$ cat src/rtl/rtc_pkg.sv
// Package: register offsets and bit positions shared by the block and its bench.
package rtc_pkg;
    localparam int          ADDR_W       = 5;
    localparam int          DATA_W       = 32;
    localparam logic [4:0]  OFS_CNT_SEC  = 5'h00;
    localparam logic [4:0]  OFS_CNT_FRAC = 5'h04;
    localparam logic [4:0]  OFS_ALM_SEC  = 5'h08;
    localparam logic [4:0]  OFS_ALM_FRAC = 5'h0C;
    localparam logic [4:0]  OFS_CTRL     = 5'h10;
    localparam logic [4:0]  OFS_STAT     = 5'h14;
    localparam logic [4:0]  OFS_IEN      = 5'h18;
    localparam int          RUN_BIT      = 3;
    localparam int          ALARM_BIT    = 4;
    localparam int          INVAL_BIT    = 1;
    localparam int          SECV_BIT     = 0;
endpackage

$ cat src/rtl/rtc_counter.sv
// Module: rtc_counter
// Keeps the seconds word and the sub-second fraction.
// The count moves by one on each tick, but only when run_en is set and the
// seconds word has been loaded at least once since reset. Loads from the bus
// take priority over a tick that arrives in the same cycle.
// Assumes that tick is a single-cycle pulse synchronous to clk.
module rtc_counter #(
    parameter int SEC_W  = 32,
    parameter int FRAC_W = 15
) (
    input  logic              clk,
    input  logic              rst_n,
    input  logic              tick,
    input  logic              run_en,
    input  logic              ld_sec,
    input  logic              ld_frac,
    input  logic [SEC_W-1:0]  wr_sec,
    input  logic [FRAC_W-1:0] wr_frac,
    output logic [SEC_W-1:0]  sec_q,
    output logic [FRAC_W-1:0] frac_q,
    output logic              adv,
    output logic [SEC_W-1:0]  nxt_sec,
    output logic [FRAC_W-1:0] nxt_frac
);
    logic seeded_q;

    // Work out the value after an advance, and whether this cycle advances.
    always_comb begin
        nxt_frac = frac_q + FRAC_W'(1);
        nxt_sec  = (&frac_q) ? sec_q + SEC_W'(1) : sec_q;
        adv      = tick && run_en && seeded_q && !ld_sec && !ld_frac;
    end

    // Count register: reset, bus load, or advance.
    always_ff @(posedge clk) begin
        if (!rst_n) begin
            sec_q    <= '0;
            frac_q   <= '0;
            seeded_q <= 1'b0;
        end else begin
            if (ld_sec) begin
                sec_q    <= wr_sec;
                seeded_q <= 1'b1;
            end
            if (ld_frac) frac_q <= wr_frac;
            if (adv) begin
                sec_q  <= nxt_sec;
                frac_q <= nxt_frac;
            end
        end
    end

    // The count holds while it is not running and is not being loaded.
    p_frozen_r2: assert property (@(posedge clk) disable iff (!rst_n)
        (!(run_en && seeded_q) && !ld_sec && !ld_frac)
        |=> (sec_q == $past(sec_q) && frac_q == $past(frac_q)));

    // A wrapping fraction carries into the seconds word on the same tick.
    p_wrap_r3: assert property (@(posedge clk) disable iff (!rst_n)
        (adv && (&frac_q))
        |=> (frac_q == '0 && sec_q == $past(sec_q) + SEC_W'(1)));
endmodule

$ cat src/rtl/rtc_alarm_cmp.sv
// Module: rtc_alarm_cmp
// Holds the alarm seconds and fraction registers.
// Raises hit on an advancing cycle when the value the count is moving to
// equals the alarm. An alarm seconds value of all ones disables matching.
module rtc_alarm_cmp #(
    parameter int SEC_W  = 32,
    parameter int FRAC_W = 15
) (
    input  logic              clk,
    input  logic              rst_n,
    input  logic              ld_sec,
    input  logic              ld_frac,
    input  logic [SEC_W-1:0]  wr_sec,
    input  logic [FRAC_W-1:0] wr_frac,
    input  logic              adv,
    input  logic [SEC_W-1:0]  nxt_sec,
    input  logic [FRAC_W-1:0] nxt_frac,
    output logic [SEC_W-1:0]  alm_sec_q,
    output logic [FRAC_W-1:0] alm_frac_q,
    output logic              hit
);
    logic armed;

    // Match detection against the value the count is about to take.
    always_comb begin
        armed = (alm_sec_q != '1);
        hit   = adv && armed && (nxt_sec == alm_sec_q) && (nxt_frac == alm_frac_q);
    end

    // Alarm registers: reset to "no alarm", then load from the bus.
    always_ff @(posedge clk) begin
        if (!rst_n) begin
            alm_sec_q  <= '1;
            alm_frac_q <= '0;
        end else begin
            if (ld_sec)  alm_sec_q  <= wr_sec;
            if (ld_frac) alm_frac_q <= wr_frac;
        end
    end
endmodule

$ cat src/rtl/rtc_status_irq.sv
// Module: rtc_status_irq
// Holds the three status flags and the interrupt-enable bits, and drives the
// level interrupt. Flags are cleared by writing 1 to them. A set that arrives
// in the same cycle as a clear wins.
// Flag order in the vectors is {alarm, invalid, security}.
module rtc_status_irq (
    input  logic       clk,
    input  logic       rst_n,
    input  logic       hit,
    input  logic [2:0] clr_mask,
    input  logic       ien_wr,
    input  logic [2:0] ien_wdata,
    output logic [2:0] flags_q,
    output logic [2:0] ien_q,
    output logic       irq
);
    // Flag register: set by an alarm hit, cleared by writing 1.
    always_ff @(posedge clk) begin
        if (!rst_n) begin
            flags_q <= 3'b011;
        end else begin
            flags_q[2] <= hit || (flags_q[2] && !clr_mask[2]);
            flags_q[1] <= flags_q[1] && !clr_mask[1];
            flags_q[0] <= flags_q[0] && !clr_mask[0];
        end
    end

    // Interrupt-enable register.
    always_ff @(posedge clk) begin
        if (!rst_n)      ien_q <= '0;
        else if (ien_wr) ien_q <= ien_wdata;
    end

    // Level interrupt from the enabled flags.
    always_comb irq = |(flags_q & ien_q);

    // The alarm flag is sticky unless a clear is written.
    p_sticky_r6: assert property (@(posedge clk) disable iff (!rst_n)
        (flags_q[2] && !clr_mask[2]) |=> flags_q[2]);

    // The invalid flag only drops after a write of 1 to its bit.
    p_inval_clear_r7: assert property (@(posedge clk) disable iff (!rst_n)
        $fell(flags_q[1]) |-> $past(clr_mask[1]));

    // With every enable bit off, no interrupt is raised.
    p_irq_masked_r8: assert property (@(posedge clk) disable iff (!rst_n)
        (ien_q == 3'b000) |-> !irq);
endmodule

$ cat src/rtl/rtc_alarm_top.sv
// Module: rtc_alarm_top
// Register front end for the seconds counter with alarm compare. It decodes
// strobed bus writes into load and clear controls, and muxes a combinational
// readback. Assumes 32-bit data words and byte offsets on bus_addr.
module rtc_alarm_top #(
    parameter int SEC_W  = 32,
    parameter int FRAC_W = 15
) (
    input  logic                      clk,
    input  logic                      rst_n,
    input  logic                      tick,
    input  logic                      bus_wr,
    input  logic [rtc_pkg::ADDR_W-1:0] bus_addr,
    input  logic [rtc_pkg::DATA_W-1:0] bus_wdata,
    output logic [rtc_pkg::DATA_W-1:0] bus_rdata,
    output logic                      irq
);
    import rtc_pkg::*;

    logic              run_q;
    logic              ld_cnt_sec, ld_cnt_frac, ld_alm_sec, ld_alm_frac;
    logic              wr_ctrl, wr_stat, wr_ien;
    logic [2:0]        clr_mask, ien_wdata, flags_q, ien_q;
    logic [SEC_W-1:0]  sec_q, alm_sec_q, nxt_sec;
    logic [FRAC_W-1:0] frac_q, alm_frac_q, nxt_frac;
    logic              adv, hit;

    // Write decode.
    always_comb begin
        ld_cnt_sec  = bus_wr && (bus_addr == OFS_CNT_SEC);
        ld_cnt_frac = bus_wr && (bus_addr == OFS_CNT_FRAC);
        ld_alm_sec  = bus_wr && (bus_addr == OFS_ALM_SEC);
        ld_alm_frac = bus_wr && (bus_addr == OFS_ALM_FRAC);
        wr_ctrl     = bus_wr && (bus_addr == OFS_CTRL);
        wr_stat     = bus_wr && (bus_addr == OFS_STAT);
        wr_ien      = bus_wr && (bus_addr == OFS_IEN);
        clr_mask    = wr_stat ? {bus_wdata[ALARM_BIT], bus_wdata[INVAL_BIT], bus_wdata[SECV_BIT]} : 3'b000;
        ien_wdata   = {bus_wdata[ALARM_BIT], bus_wdata[INVAL_BIT], bus_wdata[SECV_BIT]};
    end

    // Control register: the run bit.
    always_ff @(posedge clk) begin
        if (!rst_n)       run_q <= 1'b0;
        else if (wr_ctrl) run_q <= bus_wdata[RUN_BIT];
    end

    rtc_counter #(.SEC_W(SEC_W), .FRAC_W(FRAC_W)) u_cnt (
        .clk(clk), .rst_n(rst_n), .tick(tick), .run_en(run_q),
        .ld_sec(ld_cnt_sec), .ld_frac(ld_cnt_frac),
        .wr_sec(bus_wdata[SEC_W-1:0]), .wr_frac(bus_wdata[FRAC_W-1:0]),
        .sec_q(sec_q), .frac_q(frac_q), .adv(adv),
        .nxt_sec(nxt_sec), .nxt_frac(nxt_frac)
    );

    rtc_alarm_cmp #(.SEC_W(SEC_W), .FRAC_W(FRAC_W)) u_alm (
        .clk(clk), .rst_n(rst_n),
        .ld_sec(ld_alm_sec), .ld_frac(ld_alm_frac),
        .wr_sec(bus_wdata[SEC_W-1:0]), .wr_frac(bus_wdata[FRAC_W-1:0]),
        .adv(adv), .nxt_sec(nxt_sec), .nxt_frac(nxt_frac),
        .alm_sec_q(alm_sec_q), .alm_frac_q(alm_frac_q), .hit(hit)
    );

    rtc_status_irq u_stat (
        .clk(clk), .rst_n(rst_n), .hit(hit), .clr_mask(clr_mask),
        .ien_wr(wr_ien), .ien_wdata(ien_wdata),
        .flags_q(flags_q), .ien_q(ien_q), .irq(irq)
    );

    // Readback mux; unmapped offsets read zero.
    always_comb begin
        bus_rdata = '0;
        case (bus_addr)
            OFS_CNT_SEC:  bus_rdata[SEC_W-1:0]  = sec_q;
            OFS_CNT_FRAC: bus_rdata[FRAC_W-1:0] = frac_q;
            OFS_ALM_SEC:  bus_rdata[SEC_W-1:0]  = alm_sec_q;
            OFS_ALM_FRAC: bus_rdata[FRAC_W-1:0] = alm_frac_q;
            OFS_CTRL:     bus_rdata[RUN_BIT]    = run_q;
            OFS_STAT: begin
                bus_rdata[ALARM_BIT] = flags_q[2];
                bus_rdata[INVAL_BIT] = flags_q[1];
                bus_rdata[SECV_BIT]  = flags_q[0];
            end
            OFS_IEN: begin
                bus_rdata[ALARM_BIT] = ien_q[2];
                bus_rdata[INVAL_BIT] = ien_q[1];
                bus_rdata[SECV_BIT]  = ien_q[0];
            end
            default: bus_rdata = '0;
        endcase
    end
endmodule

$ cat config.mk
export PLATFORM = sky130hd
export DESIGN_NAME = rtc_alarm_top
export DESIGN_NICKNAME = d
export VERILOG_FILES = /design/src/rtl/rtc_pkg.sv /design/src/rtl/rtc_counter.sv /design/src/rtl/rtc_alarm_cmp.sv /design/src/rtl/rtc_status_irq.sv /design/src/rtl/rtc_alarm_top.sv
export SDC_FILE = /design/constraint.sdc
export NUM_CORES = 1
export LEC_CHECK = 0
export ABC_CLOCK_PERIOD_IN_PS = 10400
export CELL_PAD_IN_SITES_DETAIL_PLACEMENT = 0
export CELL_PAD_IN_SITES_GLOBAL_PLACEMENT = 1
export CORE_AREA = 2 2 106 149
export DETAILED_ROUTE_END_ITERATION = 10
export DIE_AREA = 0 0 108 151
export PLACE_DENSITY_LB_ADDON = 0.1
export SYNTH_ARGS = -nofsm -noshare
export SYNTH_HDL_FRONTEND = slang
export SYNTH_HIERARCHICAL = 1
export SYNTH_SLANG_ARGS = --single-unit
$ cat constraint.sdc
create_clock -name clk -period 10.4 [get_ports clk]
set_input_delay 3.12 -clock clk [delete_from_list [all_inputs] [get_ports clk]]
set_output_delay 3.12 -clock clk [all_outputs]
set_load 0.1 [all_outputs]
==> flow_metrics.env <==
export IMPL_fp_coreArea_sq_um=14900
export IMPL_ys_ff_latch=102
export IMPL_grt_usage_pct=28.9
export IMPL_routed_wl_microns=23000
export IMPL_crit_type="input port to primary output"
export IMPL_n_fill_cell=1487
export IMPL_vdd_drop_max_v=0.0000909
export IMPL_dpl_cell_count=1048
export IMPL_place_ws_ns=1.46
export IMPL_cp_max_fo=19
export IMPL_yosysUniqueCellTypes=66
export IMPL_cp_slowest_stage_delay_ns=0.66
export IMPL_io_buffers=73
export IMPL_fin_crit_ns=8.97
export IMPL_cts_hold_buf=0
export IMPL_die_area_sq_um=16300
export IMPL_cap_violations=0
export IMPL_ys_top_cells_by_area="dfxtp_1, mux2i_1, xnor2_1, nand2_1, xor2_1"
export IMPL_timing_hold_ws_ns=0.500
export IMPL_die_x_microns=108
export IMPL_clkTransAtPathRegs_ns=0.07
export IMPL_fp_dieH_microns=151
export IMPL_worst_path_max_delay_cell="or4_4"
export IMPL_fmax_mhz=112
export IMPL_path_cells="clkdlybuf4s50_1 -> or4_4 -> nor2_2 -> buf_4 -> a221o_1 -> buf_4"
export IMPL_crit_path_start_kind="input port"
export IMPL_async_flop_share_pct=0
export IMPL_worstMarginPinSlew_ns=1.13
export IMPL_clkSinkCount=102
export IMPL_htree_levels=3
export IMPL_hold_viol=0
export IMPL_grt_overflow=0
export IMPL_r2r_slack_ns=6.27
export IMPL_synth_top_area_cell="dfxtp_1"
export IMPL_wl_per_cell_microns=21.6
export IMPL_synth_edf_count=0
export IMPL_startpoint="bus_addr[4]"
export IMPL_tns_ns=0
export IMPL_cp_required_ns=7.28
export IMPL_drc=0
export IMPL_synth_ff_type="dfxtp_1"
export IMPL_initial_core_util_pct=45.2
export IMPL_grt_max_degree=56
export IMPL_synth_area_per_cell_sq_um=8.11
export IMPL_grt_pass1_wl_microns=35900
export IMPL_relSlewSlack_pct=24.0
export IMPL_clock_latency_ns=0.36
export IMPL_yosysSeqAreaShare_pct=30.2
export IMPL_antenna_found_initial=0
export IMPL_cts_resized_gates=0
export IMPL_setup_slack_ns=1.43
export IMPL_leakage_nw=2.70
export IMPL_cp_arrival_ns=5.85
export IMPL_final_max_slew_viol_count=0
export IMPL_vias=6522
export IMPL_finalCritPeriodShare_pct=86.2
export IMPL_clockBufferDepth=2
export IMPL_outcome="finished, final reports clean"
export IMPL_drtPass1Iterations=6
export IMPL_syn_area_sq_um=6750
export IMPL_viasPerCell=6.13
export IMPL_cts_tree="built"
export IMPL_numCtsBuffers=9
export IMPL_path_common_cell="buf_4"
export IMPL_r2r_end="u_stat/flags_q[2]"
export IMPL_drt_iter0_drc=428
export IMPL_hp_class="flip-flop to flip-flop"
export IMPL_power_density_nw_per_um2=107
export IMPL_ant_nets=0
export IMPL_fin_cells=1064
export IMPL_post_cts_buffers=0
export IMPL_synthCells=832
export IMPL_yosysWarningCount=6
export IMPL_reg2reg_depth=11
export IMPL_netlist_area_leader_share_pct=30.2
export IMPL_synth_most_common_cell="dfxtp_1"
export IMPL_grt_pass1_vias=6215
export IMPL_cts_root_buf="clkbuf_16"
export IMPL_nets=910
export IMPL_r2r_start="u_cnt/sec_q[2]"
export IMPL_gp_congestion=0.867
export IMPL_rsz0062_at_grt="no"
export IMPL_antennaDiodeCount=0
export IMPL_endpoint="bus_rdata[7]"
export IMPL_synthToLayoutAreaGrowth_pct=14.8
export IMPL_setup_viol_count_final=0
export IMPL_io_pins=74
export IMPL_synth_common_cells="dfxtp_1, nand2_1, xnor2_1"
export IMPL_endpoint_kind="primary output"
export IMPL_syn_num_nets=875
export IMPL_hpwl_microns=16500
export IMPL_layout_drive_gt1_share_pct=8.83
export IMPL_skew_ns=0.00575
export IMPL_rows=53
-- worst min path at each step --
stage | startpoint | to | slack (ns) | cells past startpoint
2_1_floorplan | u_stat/flags_q[1] | u_stat/flags_q[1] | 0.45 | 2
3_3_place_gp | u_cnt/seeded_q | u_cnt/seeded_q | 0.47 | 2
3_5_place_dp | u_stat/flags_q[0] | u_stat/flags_q[0] | 0.49 | 2
4_1_cts | run_q | run_q | 0.51 | 2
5_1_grt | run_q | run_q | 0.53 | 2
6_report | run_q | run_q | 0.50 | 2
-- cell families (layout without fill, tap and decap cells) --
group / after synthesis / after routing / share of synthesized area [%]
AOI/OAI and AO/OA: 178 / 178 / 18.8
and+or+nand+nor: 318 / 318 / 25.4
adders and majority gates: 2 / 2 / 0.371
xor gates and xnor gates: 89 / 89 / 11.5
buffers and inverters: 89 / 129 / 5.60
muxes: 54 / 54 / 8.06
DFF: 102 / 102 / 30.2
-- power by group --
part,internal (W),total (W),switching (W)
logic,0.0000308,0.0000827,0.0000520
clock network,0.000187,0.000345,0.000158
registers,0.000394,0.000399,0.00000545
total,0.000611,0.000826,0.000215
-- critical path: cells and delay by family --
family	cells	cell delay (ns)
buf+inv	3	1.27
simple gates	2	1.22
compound gates	1	0.21
-- area by class of cell --
type | count | area, sq um | area share, %
multi-input cells | 641 | 4340 | 56.0
flip-flops and latches | 102 | 2040 | 26.4
repair buffers | 84 | 728 | 9.40
well taps | 192 | 240 | 3.10
clock buffers | 10 | 229 | 2.95
inverters | 29 | 109 | 1.40
clock inverters | 6 | 61.3 | 0.791
-- state kept, by name, indices dropped and copies added, names as in the netlist --
signal            count
u_stat/ien_q          3
u_cnt/seeded_q        1
u_alm/alm_sec_q      32
run_q                 1
u_cnt/frac_q         15
u_alm/alm_frac_q     15
u_cnt/sec_q          32
u_stat/flags_q        3
-- layer usage --
layer | track usage, % | part of all wire [%]
met1 | 36.5 | 42
met2 | 50.0 | 51
met3 | 4.78 | 5.2
met4 | 9.36 | 2.2
met5 | 0 | 0
-- layout by cell type (no fill, tap or decap), types with 4 or more instances in the layout --
cell             synthesis  layout
buf_4                    0      43
nor2_1                  36      36
dfxtp_1                102     102
nor2b_1                 21      21
xnor2_1                 56      56
nor4_1                  13      12
a22o_1                  20      20
xor2_1                  33      33
nand3_1                 24      24
nor3_1                  16      16
a221oi_1                 4       4
a31oi_1                 16      16
nand4b_1                 4       4
inv_1                   29      29
or3_1                   11      11
and3_1                  11      11
o22ai_1                  7       7
clkdlybuf4s50_1          0      40
nand2_1                 99      99
nand4_1                 37      37
nand2b_1                12      12
a221o_1                 15      15
o21a_1                   4       4
a21oi_1                 33      33
o21ai_0                 30      30
a311oi_1                 5       5
o211ai_1                12      12
mux2i_1                 51      51
a211oi_1                 5       5
a41oi_1                  5       5
and4_1                   4       4
and2_1                  10       9
clkbuf_16                0       9
-- stage by stage --
stage / total power, W / util, % / cell area, sq um
5_1_grt: 0.000856 / 51.9 / 7750
4_1_cts: 0.000832 / 51.9 / 7750
6_report: 0.000826 / 51.9 / 7750
3_5_place_dp: 0.000490 / 50.0 / 7460
2_1_floorplan: 0.000454 / - / 6750
3_3_place_gp: 0.000489 / 50.0 / 7460
No activity file was read; power rests on OpenSTA's default activity.
